### src/rtl/pt_walker.sv
module pt_walker #(
  parameter int L1_BITS  = 10,
  parameter int L2_BITS  = 10,
  parameter int OFF_BITS = 12
) (
  input  logic                                  clk,
  input  logic                                  rst_n,
  input  logic [31:0]                           ptbr,
  input  logic                                  req_valid,
  output logic                                  req_ready,
  input  logic [L1_BITS+L2_BITS+OFF_BITS-1:0]   req_vaddr,
  input  logic [1:0]                            req_acc,
  output logic                                  rsp_valid,
  output logic [31:0]                           rsp_paddr,
  output logic [2:0]                            rsp_rights,
  output logic [1:0]                            rsp_status,
  output logic                                  mem_req_valid,
  input  logic                                  mem_req_ready,
  output logic [31:0]                           mem_req_addr,
  input  logic                                  mem_rsp_valid,
  input  logic [31:0]                           mem_rsp_data
);
  localparam int AW   = 32;
  localparam int VA_W = L1_BITS + L2_BITS + OFF_BITS;
  localparam int FW   = AW - OFF_BITS;
  localparam logic [1:0] ST_OK = 2'd0, ST_PF = 2'd1, ST_PROT = 2'd2;

  typedef enum logic [2:0] {S_IDLE, S_L1_ADDR, S_L1_DATA, S_L2_ADDR, S_L2_DATA, S_RESP} state_t;

  state_t            st;
  logic [VA_W-1:0]   va_q;
  logic [1:0]        acc_q;
  logic [AW-1:0]     root_q;
  logic [FW-1:0]     tbl_q;
  logic [AW-1:0]     paddr_q;
  logic [2:0]        rights_q;
  logic [1:0]        status_q;

  wire [L1_BITS-1:0]  idx1 = va_q[VA_W-1 -: L1_BITS];
  wire [L2_BITS-1:0]  idx2 = va_q[OFF_BITS +: L2_BITS];
  wire [OFF_BITS-1:0] offs = va_q[OFF_BITS-1:0];

  wire [AW-1:0] l1_addr = root_q + {{(AW-L1_BITS-2){1'b0}}, idx1, 2'b00};
  wire [AW-1:0] l2_addr = {tbl_q, {OFF_BITS{1'b0}}} + {{(AW-L2_BITS-2){1'b0}}, idx2, 2'b00};

  wire present = mem_rsp_data[0] && (mem_rsp_data[OFF_BITS-1:4] == '0);

  logic perm_ok;
  always_comb begin
    case (acc_q)
      2'd0:    perm_ok = mem_rsp_data[1];
      2'd1:    perm_ok = mem_rsp_data[2];
      2'd2:    perm_ok = mem_rsp_data[3];
      default: perm_ok = 1'b0;
    endcase
  end

  assign req_ready     = (st == S_IDLE);
  assign mem_req_valid = (st == S_L1_ADDR) || (st == S_L2_ADDR);
  assign mem_req_addr  = (st == S_L2_ADDR) ? l2_addr : l1_addr;
  assign rsp_valid     = (st == S_RESP);
  assign rsp_paddr     = paddr_q;
  assign rsp_rights    = rights_q;
  assign rsp_status    = status_q;

  always_ff @(posedge clk or negedge rst_n) begin
    if (!rst_n) begin
      st       <= S_IDLE;
      va_q     <= '0;
      acc_q    <= '0;
      root_q   <= '0;
      tbl_q    <= '0;
      paddr_q  <= '0;
      rights_q <= '0;
      status_q <= ST_OK;
    end else begin
      case (st)
        S_IDLE: if (req_valid) begin
          va_q   <= req_vaddr;
          acc_q  <= req_acc;
          root_q <= ptbr;
          st     <= S_L1_ADDR;
        end
        S_L1_ADDR: if (mem_req_ready) st <= S_L1_DATA;
        S_L1_DATA: if (mem_rsp_valid) begin
          if (present) begin
            tbl_q <= mem_rsp_data[AW-1:OFF_BITS];
            st    <= S_L2_ADDR;
          end else begin
            paddr_q  <= '0;
            rights_q <= '0;
            status_q <= ST_PF;
            st       <= S_RESP;
          end
        end
        S_L2_ADDR: if (mem_req_ready) st <= S_L2_DATA;
        S_L2_DATA: if (mem_rsp_valid) begin
          st <= S_RESP;
          if (!present) begin
            paddr_q  <= '0;
            rights_q <= '0;
            status_q <= ST_PF;
          end else if (!perm_ok) begin
            paddr_q  <= '0;
            rights_q <= mem_rsp_data[3:1];
            status_q <= ST_PROT;
          end else begin
            paddr_q  <= {mem_rsp_data[AW-1:OFF_BITS], offs};
            rights_q <= mem_rsp_data[3:1];
            status_q <= ST_OK;
          end
        end
        default: st <= S_IDLE;
      endcase
    end
  end

  assert_req_held_R9: assert property (@(posedge clk) disable iff (!rst_n)
    mem_req_valid && !mem_req_ready |=> mem_req_valid && $stable(mem_req_addr));

  assert_busy_excl_R9: assert property (@(posedge clk) disable iff (!rst_n)
    mem_req_valid |-> !rsp_valid && !req_ready);

  assert_start_read_R1: assert property (@(posedge clk) disable iff (!rst_n)
    req_valid && req_ready |=> mem_req_valid && !req_ready);

  assert_pulse_R10: assert property (@(posedge clk) disable iff (!rst_n)
    rsp_valid |=> !rsp_valid && req_ready);

  assert_fault_clean_R3: assert property (@(posedge clk) disable iff (!rst_n)
    rsp_valid && rsp_status == ST_PF |-> rsp_paddr == '0 && rsp_rights == '0);

  assert_status_legal_R6: assert property (@(posedge clk) disable iff (!rst_n)
    rsp_valid |-> rsp_status != 2'd3);
endmodule

### config.mk
export PLATFORM = sky130hd
export DESIGN_NAME = pt_walker
export DESIGN_NICKNAME = d
export VERILOG_FILES = /design/src/rtl/pt_walker.sv
export SDC_FILE = /design/constraint.sdc
export NUM_CORES = 1
export LEC_CHECK = 0
export BUFFER_PORTS_ARGS = -buffer_cell sky130_fd_sc_hd__buf_4
export CORE_MARGIN = 5
export CORE_UTILIZATION = 40
export CTS_BUF_LIST = sky130_fd_sc_hd__clkbuf_4
export DETAILED_ROUTE_END_ITERATION = 8
export GPL_TIMING_DRIVEN = 0
export HOLD_SLACK_MARGIN = 0.08
export PLACE_DENSITY_LB_ADDON = 0.25
export SETUP_SLACK_MARGIN = 0.5
export SYNTH_ARGS = -nofsm -noshare
export SYNTH_HDL_FRONTEND = slang
export SYNTH_SLANG_ARGS = --single-unit
### constraint.sdc
create_clock -name clk -period 2.9 [get_ports clk]
set_clock_uncertainty 0.15 [all_clocks]
set_input_delay 0.435 -clock clk [delete_from_list [all_inputs] [get_ports clk]]
set_output_delay 0.435 -clock clk [all_outputs]
set_load 0.02 [all_outputs]
==> results by group <==
Final layout
  – Fill cells: 1,150
  – Finished Cell Area: around 9600 um2
  – Layout cell share with drive strength beyond 1: between 40% and 50%
  – Final #Nets: about 920
  – Layout Cells excl Fill: around 1,000
  – Commonest cells after routing, fill and taps aside: buf_4, dfrtp_1, dlygate4sd3_1, mux2_2, a22o_1
  – Sequential cell area: between 3000 and 4000 um2
  – Ant diodes: 0
  – Final Util: 63.8%
  – Area Overhead vs Synth: 58.3%
  – Most common cell after layout, fill and taps aside: buf_4
  – Area of the multi-input gates: between 3000 and 4000 um2

Logic synthesis
  – Sequential share of the synthesized area: approximately half
  – Syn nets: 611
  – Post-synthesis mux area share: 17.2%
  – Post-Synth XOR/XNOR Area: between 4 and 5%
  – FF+latch count, synth: ~130
  – Largest family of logic cells by synthesized area: multiplexers
  – Compound-Gate Fraction of Synth Area: 11.9%
  – Synth area leader: dfrtp_1
  – Yosys cell types: 50
  – Yosys warns: 0
  – Synth Cell Area: slightly above 6000 um2
  – EDFF count, synth: 0
  – Syn Area/Cell: between 10 and 15 um2
  – Synth Area in Simple Gates: under 10%
  – Fraction of registers with async set/reset: between 90% and 100%
  – Area fraction of the dominant cell type after synthesis: around half
  – Syn Inst Count: a little under 500
  – Post-Synth Adder-Cell Area: roughly 2.4%
  – Ranking of synthesized cells by area: dfrtp_1, mux2_2, a22o_1
  – Synth Flop Type: dfrtp_1

Timing
  – Hold Vio Cnt, Final: 0
  – Finish-stage setup viols: 25
  – Rel. slew slack: around three fifths
  – Crit path time final: 3610 ps
  – Unrepaired setup endpoints after global routing: yes
  – FMAX: roughly 280 MHz
  – Hold Worst Slack: approximately 180 ps
  – Fin. max-slew vios: 0
  – Worst slew pin tran: around 590 ps
  – Fin crit share: 125%
  – Final worst setup slack: -713 ps

Critical path
  – Worst EP arrival: 3030 ps
  – Crit Path Class: register to output port
  – CP Capture Type: output port
  – CP startpoint kind: register
  – Worst Path Required: 2320 ps
  – Crit path max fanout: 6

Global routing
  – Tot GR Track Use: between 20 and 25%
  – GR Overflow Total: 0
  – Largest net degree at the start of global routing: 67
  – Initial antenna violation count: 0
  – Vias in the first global route: roughly 5,600
  – First-pass GRT wire length: between 20,000 and 30,000 um

Route
  – Via density: 5.12
  – Avg WL per Cell: 18.0 um
  – Vias: about 5,100
  – First-pass detailed-route iteration total: 4
  – Met2 wire length: 8840 um
  – Uppermost routed layer: met4
  – Post-route DRC: 0
  – Initial DRC count: between 150 and 200
  – Final Routed Wirelength: approximately 18,000 um
  – Wl on met1: between 7000 and 8000 um
  – Antenna viol nets, final: 0
  – Metal3 WL: between 1000 and 1500 um

Run status
  – Failing checks: negative setup slack
  – Status: finished, violations left

Clocking
  – Root Driver: clkbuf_4
  – Worst skew pair latency: around 560 ps
  – Maximum clock path buffer count: 2
  – Clock slew at the register clock pins of the worst setup and hold paths: about 130 ps
  – H-Tree Depth: 4
  – CTS Sinks: between 100 and 150
  – CTS tree: yes
  – CTS buffer count: 17

Floorplan
  – Starting Density: 40.3%
  – Chip Height: ~130 um
  – I/O pin count: 175
  – Die area: roughly 18,000 um2
  – Core area: roughly 15,000 um2
  – # rows: between 40 and 50
  – Die X: ~130 um

Min path
  – Hold/Removal Path Class: primary input to register

Placed design
  – Post-Place Setup Slack: -342 ps
  – Post-DP Area: between 7000 and 8000 um2
  – DPL Wire Length: about 12,000 um
  – Inst Count DP: 860
  – IO Port Bufs: 174
  – Gpl congestion: slightly below 0.9

Flow run
  – Maxcap violations: 0

Power
  – PwrDens: a little over 1000 nW/um2
  – LEAKAGE: 4.52 nW
  – Peak supply drop: approximately 1.5 mV
[metal layers]
layer	vias up	GRT usage (%)
li1	2419	-
met1	2533	25.8
met2	154	33.7
met3	33	5.25
met4	0	7.54
met5	-	0
[cell usage after synthesis, types with 2 or more instances]
library cell and number:
xnor2_1 13, nand3_1 5, and2_1 5, mux2_2 61
a22o_1 36, a21o_1 3, o211ai_1 6, o2111ai_1 3
nand4_1 2, xor2_1 16, buf_6 5, nand3b_1 2
buf_4 3, mux2_4 20, ha_1 10, and4_1 3
dfrtp_1 126, clkbuf_1 14, nand2b_1 4, nor3_1 5
buf_2 8, nor2_1 22, inv_1 4, nand2_1 42
o21ai_0 26, mux2_1 4, and3_1 6, nor2b_1 2
a21oi_1 18, a31oi_1 3
[state kept, by name (all words and copies together) (netlist names)]
register and flops:
root_q 32, rsp_paddr 32, va_q 32, tbl_q 20, rsp_rights 3, st 3
acc_q 2, rsp_status 2
[area by class of cell]
type / count / share of cell area, %
multi-input combinational: 337 / 31.7
buffer: 30 / 2.92
inverter: 4 / 0.156
clock buffer: 18 / 1.41
sequential: 126 / 32.9
timing repair buffer: 286 / 26.3
tap: 188 / 2.45
clock inverter: 14 / 2.26
[path summary, 6_finish.rpt]
check / cells past startpoint / endpoint / from / slack (ps)
max: 10 / mem_req_addr[24] / root_q[2] / -710
min: 5 / st[1] / mem_rsp_data[7] / 180
max reg2reg: 7 / root_q[13] / st[2] / 650
min reg2reg: 1 / rsp_paddr[6] / va_q[6] / 350
max in group asynchronous: 3 / va_q[31] / rst_n / 1600
min in group asynchronous: 2 / rsp_paddr[31] / rst_n / 250
[critical path, cell delays in order (launching register included)]
cell and delay (ps):
dfrtp_1 390, ha_2 200, fa_2 390, a21o_1 190
a221o_2 410, a22oi_2 230, buf_6 190, nor2_4 50
xnor2_2 140, o21ai_2 160, buf_6 130
[metrics by stage]
stage                     total power (W)  setup TNS, ps
after floorplan                   0.00558              0
after CTS                         0.00960         -11860
after global placement            0.00715          -1500
final                             0.00982         -11720
after detailed placement          0.00726          -1800
after global routing               0.0104         -15240
[logic make-up (layout without fill, tap and decap cells)]
kind of cell,after synthesis,after routing
muxes,86,86
DFF,126,126
xor gates and xnor gates,29,29
and+or+nand+nor,107,107
adders and majority gates,11,11
AOI/OAI and AO/OA,104,104
buffers and inverters,34,352
[where the power goes]
group | internal (W) | switching, W | leakage [nW]
sequential | 0.00225 | 0.000408 | 1.61
combinational | 0.00280 | 0.00288 | 2.73
clock | 0.000781 | 0.000699 | 0.176
total | 0.00583 | 0.00398 | 4.52
[repair_timing]
item                                   4_1_cts  5_1_grt
gates resized for setup                     80       22
buffers inserted                            12        5
endpoints found under the hold margin      172        0
setup endpoints to repair                   36       37
hold buffers                                92        0
pin swaps                                   31       17
cloned                                       2        0
No activity file was read; power rests on OpenSTA's default activity.
